**src/rtl/icu_pkg.sv**
```systemverilog
// Shared decode types and register offsets for the completion unit.
package icu_pkg;
    typedef enum logic [2:0] {
        OP_NONE,
        OP_CTRL,
        OP_EOI,
        OP_DIR,
        OP_BAD
    } icu_op_e;

    localparam int ID_W     = 10;
    localparam int OFF_CTRL = 'h0000;
    localparam int OFF_EOI  = 'h0004;
    localparam int OFF_DIR  = 'h1000;
endpackage

```
**src/rtl/icu_decode.sv**
```systemverilog
// Address decoder: sorts a write into control, end-of-interrupt, deactivate
// or bad. Assumes the address is a byte offset from the interface base.
module icu_decode #(
    parameter int ADDR_W   = 16,
    parameter int REVISION = 2
) (
    input  logic              wr_valid,
    input  logic [ADDR_W-1:0] wr_addr,
    output icu_pkg::icu_op_e  op
);
    import icu_pkg::*;

    localparam int WINDOW = (REVISION == 2) ? 'h2000 : 'h100;
    localparam bit HAS_DIR = (REVISION == 2);

    // Classify the current write by offset and window.
    always_comb begin
        op = OP_NONE;
        if (wr_valid) begin
            if (int'(wr_addr) >= WINDOW)
                op = OP_BAD;
            else if (int'(wr_addr) == OFF_CTRL)
                op = OP_CTRL;
            else if (int'(wr_addr) == OFF_EOI)
                op = OP_EOI;
            else if (HAS_DIR && int'(wr_addr) == OFF_DIR)
                op = OP_DIR;
            else
                op = OP_BAD;
        end
    end
endmodule

```
**src/rtl/icu_prio_stack.sv**
```systemverilog
// Running-priority stack: push on acknowledge, pop on end-of-interrupt.
// Assumes pushes never exceed DEPTH; pushes when full and pops when empty are dropped.
module icu_prio_stack #(
    parameter int PRIO_W = 8,
    parameter int DEPTH  = 4
) (
    input  logic              clk,
    input  logic              rst_n,
    input  logic              push,
    input  logic [PRIO_W-1:0] push_prio,
    input  logic              pop,
    output logic [PRIO_W-1:0] top_prio,
    output logic              empty
);
    localparam int CNT_W = $clog2(DEPTH + 1);

    logic [PRIO_W-1:0] slot [DEPTH];
    logic [CNT_W-1:0]  cnt;
    logic              full;

    assign full  = (int'(cnt) == DEPTH);
    assign empty = (cnt == '0);

    // Occupancy and slot update for push, pop or both at once.
    always_ff @(posedge clk) begin
        if (!rst_n) begin
            cnt <= '0;
            for (int i = 0; i < DEPTH; i++) slot[i] <= '1;
        end else if (push && pop && !empty) begin
            slot[int'(cnt) - 1] <= push_prio;
        end else if (push && !full) begin
            slot[int'(cnt)] <= push_prio;
            cnt <= cnt + 1'b1;
        end else if (pop && !empty) begin
            cnt <= cnt - 1'b1;
        end
    end

    // Top of stack, or idle value when empty.
    always_comb begin
        top_prio = '1;
        if (!empty) top_prio = slot[int'(cnt) - 1];
    end
endmodule

```
**src/rtl/icu_active_bank.sv**
```systemverilog
// Per-interrupt active flags. When a set and a clear hit the same bit,
// the set wins. Identifiers outside the bank match no bit.
module icu_active_bank #(
    parameter int NUM_IRQ = 32
) (
    input  logic                     clk,
    input  logic                     rst_n,
    input  logic                     set_valid,
    input  logic [icu_pkg::ID_W-1:0] set_id,
    input  logic                     clr_valid,
    input  logic [icu_pkg::ID_W-1:0] clr_id,
    output logic [NUM_IRQ-1:0]       active
);
    import icu_pkg::*;

    for (genvar g = 0; g < NUM_IRQ; g++) begin : g_bit
        logic hit_set, hit_clr;
        assign hit_set = set_valid && (set_id == ID_W'(g));
        assign hit_clr = clr_valid && (clr_id == ID_W'(g));

        // One active flag: set has precedence over clear.
        always_ff @(posedge clk) begin
            if (!rst_n)       active[g] <= 1'b0;
            else if (hit_set) active[g] <= 1'b1;
            else if (hit_clr) active[g] <= 1'b0;
        end
    end
endmodule

```
**src/rtl/irq_complete_unit.sv**
```systemverilog
// Completion side of one CPU interface. Holds the mode bits, picks combined
// or split completion for each access, and applies the deactivate rules.
// Assumes acknowledge and register writes never collide in one cycle.
module irq_complete_unit #(
    parameter int NUM_IRQ    = 32,
    parameter int PRIO_W     = 8,
    parameter int DEPTH      = 4,
    parameter int ADDR_W     = 16,
    parameter int REVISION   = 2,
    parameter bit SEC_EXT    = 1'b1,
    parameter bit HAS_GROUPS = 1'b1
) (
    input  logic               clk,
    input  logic               rst_n,
    input  logic               wr_valid,
    input  logic [ADDR_W-1:0]  wr_addr,
    input  logic [31:0]        wr_data,
    input  logic               wr_secure,
    input  logic               act_valid,
    input  logic [9:0]         act_id,
    input  logic [PRIO_W-1:0]  act_prio,
    input  logic [NUM_IRQ-1:0] grp_bits,
    output logic [NUM_IRQ-1:0] active_o,
    output logic [PRIO_W-1:0]  run_prio_o,
    output logic               bad_access_o
);
    import icu_pkg::*;

    localparam int IDX_W = (NUM_IRQ > 1) ? $clog2(NUM_IRQ) : 1;

    icu_op_e         op;
    logic [ID_W-1:0] wr_id;
    logic            mode_s, mode_ns;
    logic            split_eff;
    logic            id_grp1;
    logic            dir_ok;
    logic            clr_valid;
    logic            stk_empty;

    assign wr_id = wr_data[ID_W-1:0];

    icu_decode #(.ADDR_W(ADDR_W), .REVISION(REVISION)) u_dec (
        .wr_valid (wr_valid),
        .wr_addr  (wr_addr),
        .op       (op)
    );

    // Select the mode bit that governs this access.
    always_comb begin
        split_eff = 1'b0;
        if (REVISION == 2)
            split_eff = (SEC_EXT && !wr_secure) ? mode_ns : mode_s;
    end

    // Group of the addressed interrupt; group 0 without grouping or when out of range.
    always_comb begin
        id_grp1 = 1'b0;
        if (HAS_GROUPS && int'(wr_id) < NUM_IRQ)
            id_grp1 = grp_bits[wr_id[IDX_W-1:0]];
    end

    // Deactivate acceptance and the combined active-clear request.
    assign dir_ok    = (op == OP_DIR) && split_eff && !(SEC_EXT && !wr_secure && !id_grp1);
    assign clr_valid = ((op == OP_EOI) && !split_eff) || dir_ok;

    // Mode bits written through the control register.
    always_ff @(posedge clk) begin
        if (!rst_n) begin
            mode_s  <= 1'b0;
            mode_ns <= 1'b0;
        end else if (op == OP_CTRL) begin
            if (SEC_EXT && !wr_secure) begin
                mode_ns <= wr_data[0];
            end else begin
                mode_s <= wr_data[0];
                if (SEC_EXT) mode_ns <= wr_data[1];
            end
        end
    end

    // Registered one-cycle flag for an unrecognised write.
    always_ff @(posedge clk) begin
        if (!rst_n) bad_access_o <= 1'b0;
        else        bad_access_o <= (op == OP_BAD);
    end

    icu_prio_stack #(.PRIO_W(PRIO_W), .DEPTH(DEPTH)) u_stk (
        .clk       (clk),
        .rst_n     (rst_n),
        .push      (act_valid),
        .push_prio (act_prio),
        .pop       (op == OP_EOI),
        .top_prio  (run_prio_o),
        .empty     (stk_empty)
    );

    icu_active_bank #(.NUM_IRQ(NUM_IRQ)) u_act (
        .clk       (clk),
        .rst_n     (rst_n),
        .set_valid (act_valid),
        .set_id    (act_id),
        .clr_valid (clr_valid),
        .clr_id    (wr_id),
        .active    (active_o)
    );
endmodule

```
**config.mk**
```make
export PLATFORM = sky130hd
export DESIGN_NAME = irq_complete_unit
export DESIGN_NICKNAME = d
export VERILOG_FILES = /design/src/rtl/icu_pkg.sv /design/src/rtl/icu_decode.sv /design/src/rtl/icu_prio_stack.sv /design/src/rtl/icu_active_bank.sv /design/src/rtl/irq_complete_unit.sv
export SDC_FILE = /design/constraint.sdc
export NUM_CORES = 1
export LEC_CHECK = 0
export ABC_AREA = 1
export BUFFER_PORTS_ARGS = -buffer_cell sky130_fd_sc_hd__buf_2
export CAP_MARGIN = 30
export CORE_AREA = 8 8 102 104
export CTS_BUF_LIST = sky130_fd_sc_hd__clkbuf_8
export DETAILED_ROUTE_END_ITERATION = 12
export DIE_AREA = 0 0 110 112
export HOLD_SLACK_MARGIN = 0.03
export PLACE_DENSITY = 0.77
export SETUP_SLACK_MARGIN = 0.05
export SLEW_MARGIN = 20
export SYNTH_ARGS = -nofsm -noshare
export SYNTH_HDL_FRONTEND = slang
export SYNTH_SLANG_ARGS = --single-unit
export TNS_END_PERCENT = 20
```
**constraint.sdc**
```tcl
create_clock -name clk -period 3 [get_ports clk]
set_input_delay 0.9 -clock clk [delete_from_list [all_inputs] [get_ports clk]]
set_output_delay 0.9 -clock clk [all_outputs]
set_load 0.01 [all_outputs]
```
# Word-level counts from Yosys, hierarchy flattened
# Memories as Yosys holds them, arrays and structs flattened.
# Index checks and enable logic that the tools add are counted.
[totals]
ff_bits = 38
ram_bits = 32
inputBits = 103
elab_cells = 324
memories = 1
[op_classes]
addsub = 3
n_lt_le_gt_ge = 3
eq_ne = 69
muxes = 91
bitwise_logic = 1
n_reduce_logical = 120
[memory_table]
columns = ["memory", "words", "word_bits", "read_ports", "rd_clocked_by_memory_dff", "wr", "line", "rtl"]
rows = [
  ["u_stk.slot", 4, 8, 1, 0, 4, "icu_prio_stack.sv:17", "logic [PRIO_W-1:0] slot [DEPTH];"],
]
[ops]
columns = ["op", "n"]
rows = [
  ["$eq 10x5->1 const B", 32],
  ["$eq 10x4->1 const B", 16],
  ["$eq 10x3->1 const B", 8],
  ["$mux 1", 78],
  ["$logic_and 1x1->1", 72],
  ["$reduce_bool 2->1", 33],
  ["$eq 10x2->1 const B", 4],
  ["$mux 8", 3],
  ["$mux 3", 7],
  ["$eq 10x1->1 const B", 2],
  ["$logic_not 10->1", 2],
  ["$eq 16x14->1 const B", 1],
  ["$eq 16x4->1 const B", 1],
  ["$ge 16x14->1 const B", 1],
  ["$logic_not 16->1", 1],
  ["$reduce_or 8->1", 2],
  ["$lt 10x6->1 const B", 1],
  ["$eq 3x2->1 const B", 2],
  ["$eq 3x3->1 const B", 2],
  ["$logic_not 1->1", 6],
  ["$lt 5x6->1 const B", 1],
  ["$bmux 1 s5", 1],
  ["$mux 2", 2],
  ["$reduce_and 2->1", 2],
  ["7 further kinds", 7],
]

# Longest topological paths before layout
# Gate-level depths: netlist of the first run.
[depth]
ltp_word = 15
mapped_depth = 18
ltp_nobuf = 16

# By module
# Synthesis of the first run repeated with hierarchy kept, for this count alone.
[hier_totals]
hier_cells = 576
hier_area_um2 = 4171.5
[modules_own_cells]
columns = ["module", "n_inst", "cells_per_inst", "area_each_um2", "seq_area_each_um2"]
rows = [
  ["icu_prio_stack", 1, 193, 1865.5, 1021.0],
  ["icu_active_bank", 1, 252, 1677.9, 640.6],
  ["irq_complete_unit", 1, 102, 504.2, 60.1],
  ["icu_decode", 1, 29, 123.9, 0.0],
]

# Least setup slack after synthesis of the first run
# No wires, ideal clock.
[synth_path]
path_type = "reg-to-output"
start = "register u_stk.cnt[0]"
end = "output port run_prio_o[0]"
t_arrival_ps = 2036
required_ps = 2100
slack_ps = 64
stages_incl_launch_ff = 7
n_path_buf = 3
path_cell_list = "dfxtp_1 > clkbuf_1 > inv_1 > clkbuf_1 > buf_1 > ha_1 > o311ai_0"
[synth_between]
elab_chain_cells = 3
elab_cells_between_ends = 4
classes_between = "add/sub: 1; mux: 1; reduce/logical: 1; memory: 1"
[synth_rtl]
columns = ["element", "line", "rtl"]
rows = [
  ["start: declaration", "icu_prio_stack.sv:18", "logic [CNT_W-1:0] cnt;"],
  ["start signal: assignment", "icu_prio_stack.sv:33", "cnt <= cnt + 1'b1;"],
  ["start signal: assignment", "icu_prio_stack.sv:35", "cnt <= cnt - 1'b1;"],
  ["$sub 2x1->2", "icu_prio_stack.sv:42", "if (!empty) top_prio = slot[int'(cnt) - 1];"],
  ["$mem_v2 4x8", "n/a", ""],
  ["$mux 8 (*)", "icu_prio_stack.sv:42", ""],
  ["end: declaration", "irq_complete_unit.sv:24", "output logic [PRIO_W-1:0] run_prio_o,"],
]
# Every way passes the cells marked *; elsewhere a longest branch is shown, timed or not.

# Worst setup path after layout of the first run
[layout_path]
start = "register u_stk.cnt[1]"
end = "output port run_prio_o[0]"
# Same word-level chain as after synthesis.

==> impl_metrics.toml, run 1 <==
[sta]
setup_violations = 0
rsz0062_at_grt = "no"
min_period_ns = 2.74
drv_slew = 0
fmax_mhz = 364
final-hold-violation-count = 0
slew-limit-headroom_pct = 57.3
skew_ns = 0.00871
tightest_slew_ns = 0.640
tns_ns = 0
timing.final.crit_share_pct = 91.5

[route]
top_layer_used = "met4"
wl_met3_um = 967
dr.pass1.iters = 5
drt-met1-wl_um = 4910
totalWireLength_um = 11800
final_antenna_net_count = 0
drtIter0Drc = 253
vias = 4276
avgViaCountPerCell = 5.13
drc = 0
met2_length_um = 5600
post_drt_wl_per_cell_um = 14.1

[hold_path]
holdPathStages = 2
hp-class = "register to register"
worstHoldStart = "u_act.active[31]$_SDFFE_PN0P_"
min_to = "u_act.active[31]$_SDFFE_PN0P_"

[global_route]
grt_max_degree = 36
grt.overflow.total = 0
grt_pass1_vias = 4055
grt_pass1_wl_um = 18800
antenna_found_initial = 0
track_usage_pct = 18.8

[floorplan]
die_h_um = 112
die_area_um2 = 12300
coreArea_um2 = 8890
pin_count = 144
start_util_pct = 44.3
num_rows = 35
die_w_um = 110

[yosys]
netlist_area_um2 = 3940
post-synth-top-area-cell = "edfxtp_1"
async_reset_ff_share_pct = 0
synth-edff-count = 32
synth_warnings = 0
syn_avg_cell_area_um2 = 6.69
synth_top_area_share_pct = 24.4
yosysUniqueCellTypes = 31
syn-num-nets = 694
synth_area_leaders = "edfxtp_1 (24%), nand2_1 (21%), dfxtp_1 (19%)"
syn_inst = 589
synthMostInstantiatedCell = "nand2_1"
ys_seq_elements = 70
synth_ff_type = "dfxtp_1"
synth_common_cells = "nand2_1 (222), nor2_1 (119), a21oi_1 (39)"
synth.yosys.seq_area_share_pct = 43.7

[final_layout]
fillers = 890
layoutNonFillerInstCount = 834
nets = 823
layout-drive-gt1-share_pct = 22.5
area_growth_pct = 27.6
num_antenna_cells = 0

[clock_tree]
holdBufCountCts = 0
insertion_delay_ns = 0.34
clock_tree.buffer_depth = 2
postCtsSetupBuffers = 0
htree_levels = 3
path_clk_slew_ns = 0.08
cts_sinks = 70
cts_tree = "yes"
cts_made_buffers = 9
root_buffer = "clkbuf_8"

[worst_setup_path]
rr_worst_depth = 13
critical_path_class = "register to output port"
r2r-start = "u_stk.cnt[1]$_SDFFE_PN0P_"
path_max_fanout = 9
cp_cell_sequence = "inv_1 > ha_4 > clkinv_2 > nor2_1 > o21ai_0 > o311ai_0 > buf_2"
crit_required_ns = 2.10
max_stage_delay_ns = 0.36
timing.rr.end = "u_stk.slot[0][1]$_SDFFCE_PN1P_"
cp-end-kind = "output port"
worstPathArrival_ns = 1.84
slowest_stage = "dfxtp_1"
r2r_slack_ns = 0.64
worstSetupStartpointType = "register"

[power_and_ir_drop]
vdd.ir_drop.worst_mv = 0.259
power_density_nw_per_um2 = 492
p_leak_nw = 2.07

[placement]
io_buffer_count = 121
post-place-cells = 818
dpl.hpwl_um = 8640
gp_congestion = 0.924

[outcome]
outcome = "finished clean"

[job]
maxCapViolations = 0
## how the worst max path moves through the flow
stage	from	endpoint	depth (start not counted)
after detailed placement	wr_addr[7]	u_stk.slot[0][6]$_SDFFCE_PN1P_	16
after CTS	u_stk.cnt[1]$_SDFFE_PN0P_	run_prio_o[1]	7
after floorplan	u_stk.cnt[0]$_SDFFE_PN0P_	run_prio_o[0]	6
final	u_stk.cnt[1]$_SDFFE_PN0P_	run_prio_o[0]	7
after global routing	u_stk.cnt[1]$_SDFFE_PN0P_	run_prio_o[0]	7
after global placement	wr_addr[7]	u_stk.slot[0][6]$_SDFFCE_PN1P_	16
## sequential cells by signal, summed over array words and instances (netlist names)
name          cells
u_stk.slot       32
u_act.active     32
mode_s            1
bad_access_o      1
u_stk.cnt         3
mode_ns           1
## metal layers
layer / GRT usage [%] / up-vias
li1: - / 2145
met3: 3.35 / 21
met5: 0 / -
met1: 23.4 / 1940
met4: 9.28 / 0
met2: 30.3 / 170
## power by group
part	internal (W)	total (W)	switching (W)
Clock	0.000632	0.000990	0.000358
Sequential	0.00102	0.00103	0.00000751
Combinational	0.000169	0.000453	0.000284
## stage by stage
step,power (W),utilization (%),cell area [um^2],worst slack [ns],hold slack (ns)
final,0.00247,56.5,5020,0.256,0.459
after global routing,0.00258,56.5,5020,0.0856,0.482
after CTS,0.00249,56.4,5010,0.118,0.462
after detailed placement,0.00149,53.4,4750,0.0377,0.450
after global placement,0.00148,53.4,4750,0.126,0.446
after floorplan,0.00130,-,3940,0.0644,0.440
## worst max-delay path: cells and delay by family (launching register included)
kind | cells | cell delay (ns)
buf+inv | 3 | 0.48
fa+ha+maj | 1 | 0.34
compound gates | 2 | 0.20
flops | 1 | 0.36
simple gates | 1 | 0.12
## cells by family after synthesis
group                    share of synthesized area, %
AO/OA/AOI/OAI                                    8.68
XOR/XNOR                                        0.222
adder cells (fa/ha/maj)                         0.826
buffers and inverters                            6.36
flip-flops                                       43.7
multiplexers                                    0.254
AND/OR/NAND/NOR                                  39.9
## cells in the final DEF (no fill, tap or decap), types with 2 or more instances in the layout
cell and n:
buf_4 15, nor2_1 119, clkbuf_8 9, buf_2 121, nand4_1 3, edfxtp_1 32, nand2_1 222, buf_12 3
dfxtp_1 38, nand3b_1 2, clkinv_1 3, clkinv_2 2, o311ai_0 8, inv_1 35, bufinv_16 4, nand3_1 37
a21oi_1 39, nor2_2 2, o21ai_0 12, nor3_1 5
## area by class of cell
class	count	area, um^2	share of cell area, %
clock buffer	9	124	2.47
clock inverter	7	136	2.71
inverter	39	148	2.94
multi-input combinational	459	1980	39.4
sequential	70	1720	34.3
tap	111	139	2.76
timing repair buffer	139	778	15.5
## timing repair
action | in CTS | in global routing
endpoints found under the setup margin | 8 | 7
resized for setup | 2 | 1
cloned | 0 | 0
Note: power is estimated with default switching activity, not from simulation.
==> inputs of run 2 (changes only) <==
CTS_BUF_LIST = sky130_fd_sc_hd__clkbuf_4   (was sky130_fd_sc_hd__clkbuf_8)
SLEW_MARGIN = not set   (was 20)
==> impl_metrics.toml, run 2 (synthesis results as in run 1) <==
[sta]
tns_ns = 0
min_period_ns = 2.75
skew_ns = 0.0202
drv_slew = 0
setup_violations = 0
timing.final.crit_share_pct = 91.7
tightest_slew_ns = 0.638
fmax_mhz = 364
rsz0062_at_grt = "no"
final-hold-violation-count = 0
slew-limit-headroom_pct = 57.4

[worst_setup_path]
endpoint = "run_prio_o[0]"
critPathLaunch = "u_stk.cnt[1]$_SDFFE_PN0P_"
worstPathArrival_ns = 1.85
timing.rr.end = "u_stk.slot[0][1]$_SDFFCE_PN1P_"
crit_required_ns = 2.10
r2r-start = "u_stk.cnt[1]$_SDFFE_PN0P_"
critical_path_class = "register to output port"
rr_worst_depth = 13
worstSetupStartpointType = "register"
path_max_fanout = 9
cp-end-kind = "output port"
r2r_slack_ns = 0.64

[clock_tree]
postCtsSetupBuffers = 0
cts_sinks = 70
root_buffer = "clkbuf_4"
path_clk_slew_ns = 0.12
insertion_delay_ns = 0.42
cts_made_buffers = 9
htree_levels = 3
clock_tree.buffer_depth = 2
cts_tree = "yes"

[route]
vias = 4223
dr.pass1.iters = 4
post_drt_wl_per_cell_um = 14.1
avgViaCountPerCell = 5.06
final_antenna_net_count = 0
drc = 0
totalWireLength_um = 11800
drtIter0Drc = 224

[global_route]
grt_pass1_wl_um = 18700
grt.overflow.total = 0
grt_pass1_vias = 4029
grt_max_degree = 36
track_usage_pct = 18.7
antenna_found_initial = 1

[final_layout]
fillers = 901
layout-drive-gt1-share_pct = 22.5
reg_top3 = "u_act.active x32, u_stk.slot x32, u_stk.cnt x3"
area_growth_pct = 26.3
nets = 823
final_area_um2 = 4970
final_cell_mix = "nand2_1 (222), buf_2 (121), nor2_1 (119), a21oi_1 (39), dfxtp_1 (38)"
layout_commonest_cell = "nand2_1"

[floorplan]
pin_count = 144
num_rows = 35
die_w_um = 110
die_area_um2 = 12300
start_util_pct = 44.3
coreArea_um2 = 8890
die_h_um = 112

[placement]
postPlaceCellArea_um2 = 4750
dpl.hpwl_um = 8640
io_buffer_count = 121
gp_congestion = 0.924

[power_and_ir_drop]
power_density_nw_per_um2 = 469
p_leak_nw = 2.04
vdd.ir_drop.worst_mv = 0.226

[job]
maxCapViolations = 0

[hold_path]
worstHoldStart = "u_act.active[8]$_SDFFE_PN0P_"
hp-class = "register to register"

[outcome]
outcome = "finished clean"
-- run 2: where the power goes --
part / leakage, nW / internal [W] / total [W] / switching, W
registers: 0.540 / 0.00102 / 0.00103 / 0.00000729
clock network: 0.104 / 0.000502 / 0.000847 / 0.000346
logic: 1.40 / 0.000171 / 0.000455 / 0.000284
-- run 2: worst min-delay path by stage --
stage	to	cells after the start	slack, ns
2_1_floorplan	mode_ns$_SDFFE_PN0N_	1	0.44
3_3_place_gp	u_act.active[28]$_SDFFE_PN0P_	2	0.45
3_5_place_dp	u_act.active[31]$_SDFFE_PN0P_	2	0.45
4_1_cts	u_act.active[6]$_SDFFE_PN0P_	2	0.47
5_1_grt	u_act.active[19]$_SDFFE_PN0P_	2	0.49
6_report	u_act.active[8]$_SDFFE_PN0P_	2	0.47
-- run 2: area by class of cell --
class                   count  area [um^2]  area share, %
multi-input cells         459         1980           39.8
inverters                  39          149           2.99
diodes                      1         2.50         0.0503
flip-flops and latches     70         1720           34.6
clock inverters             7          136           2.74
repair buffers            139          778           15.7
clock buffers               9         67.6           1.36
well taps                 111          139           2.79
-- run 2: per-stage QoR --
stage               hold slack (ns)  util (%)  std cells  total power, W  setup WS, ns
floorplan                     0.440         -        589         0.00130        0.0644
global placement              0.446      53.4        818         0.00148         0.126
detailed placement            0.450      53.4        818         0.00149        0.0377
CTS                           0.467      55.9        834         0.00234         0.147
global route                  0.488      55.9        835         0.00243        0.0822
finish                        0.467      55.9        835         0.00233         0.249
-- run 2: per-layer routing --
layer / vias to the layer above / GRT usage [%] / part of all wire, %
met1: 1904 / 23.4 / 43
li1: 2145 / - / -
met5: - / 0 / 0
met3: 14 / 3.41 / 8.8
met2: 160 / 30.2 / 47
met4: 0 / 8.56 / 1.4
-- run 2: worst max-delay path, cell delays in order (launching register included) --
cell	delay, ns
dfxtp_1	0.37
inv_1	0.10
ha_4	0.28
o311ai_0	0.47
buf_2	0.22
-- run 2: repair_timing --
item | CTS | global route
gates resized for setup | 3 | 1
hold buffers | 0 | 0
setup endpoints to repair | 8 | 5
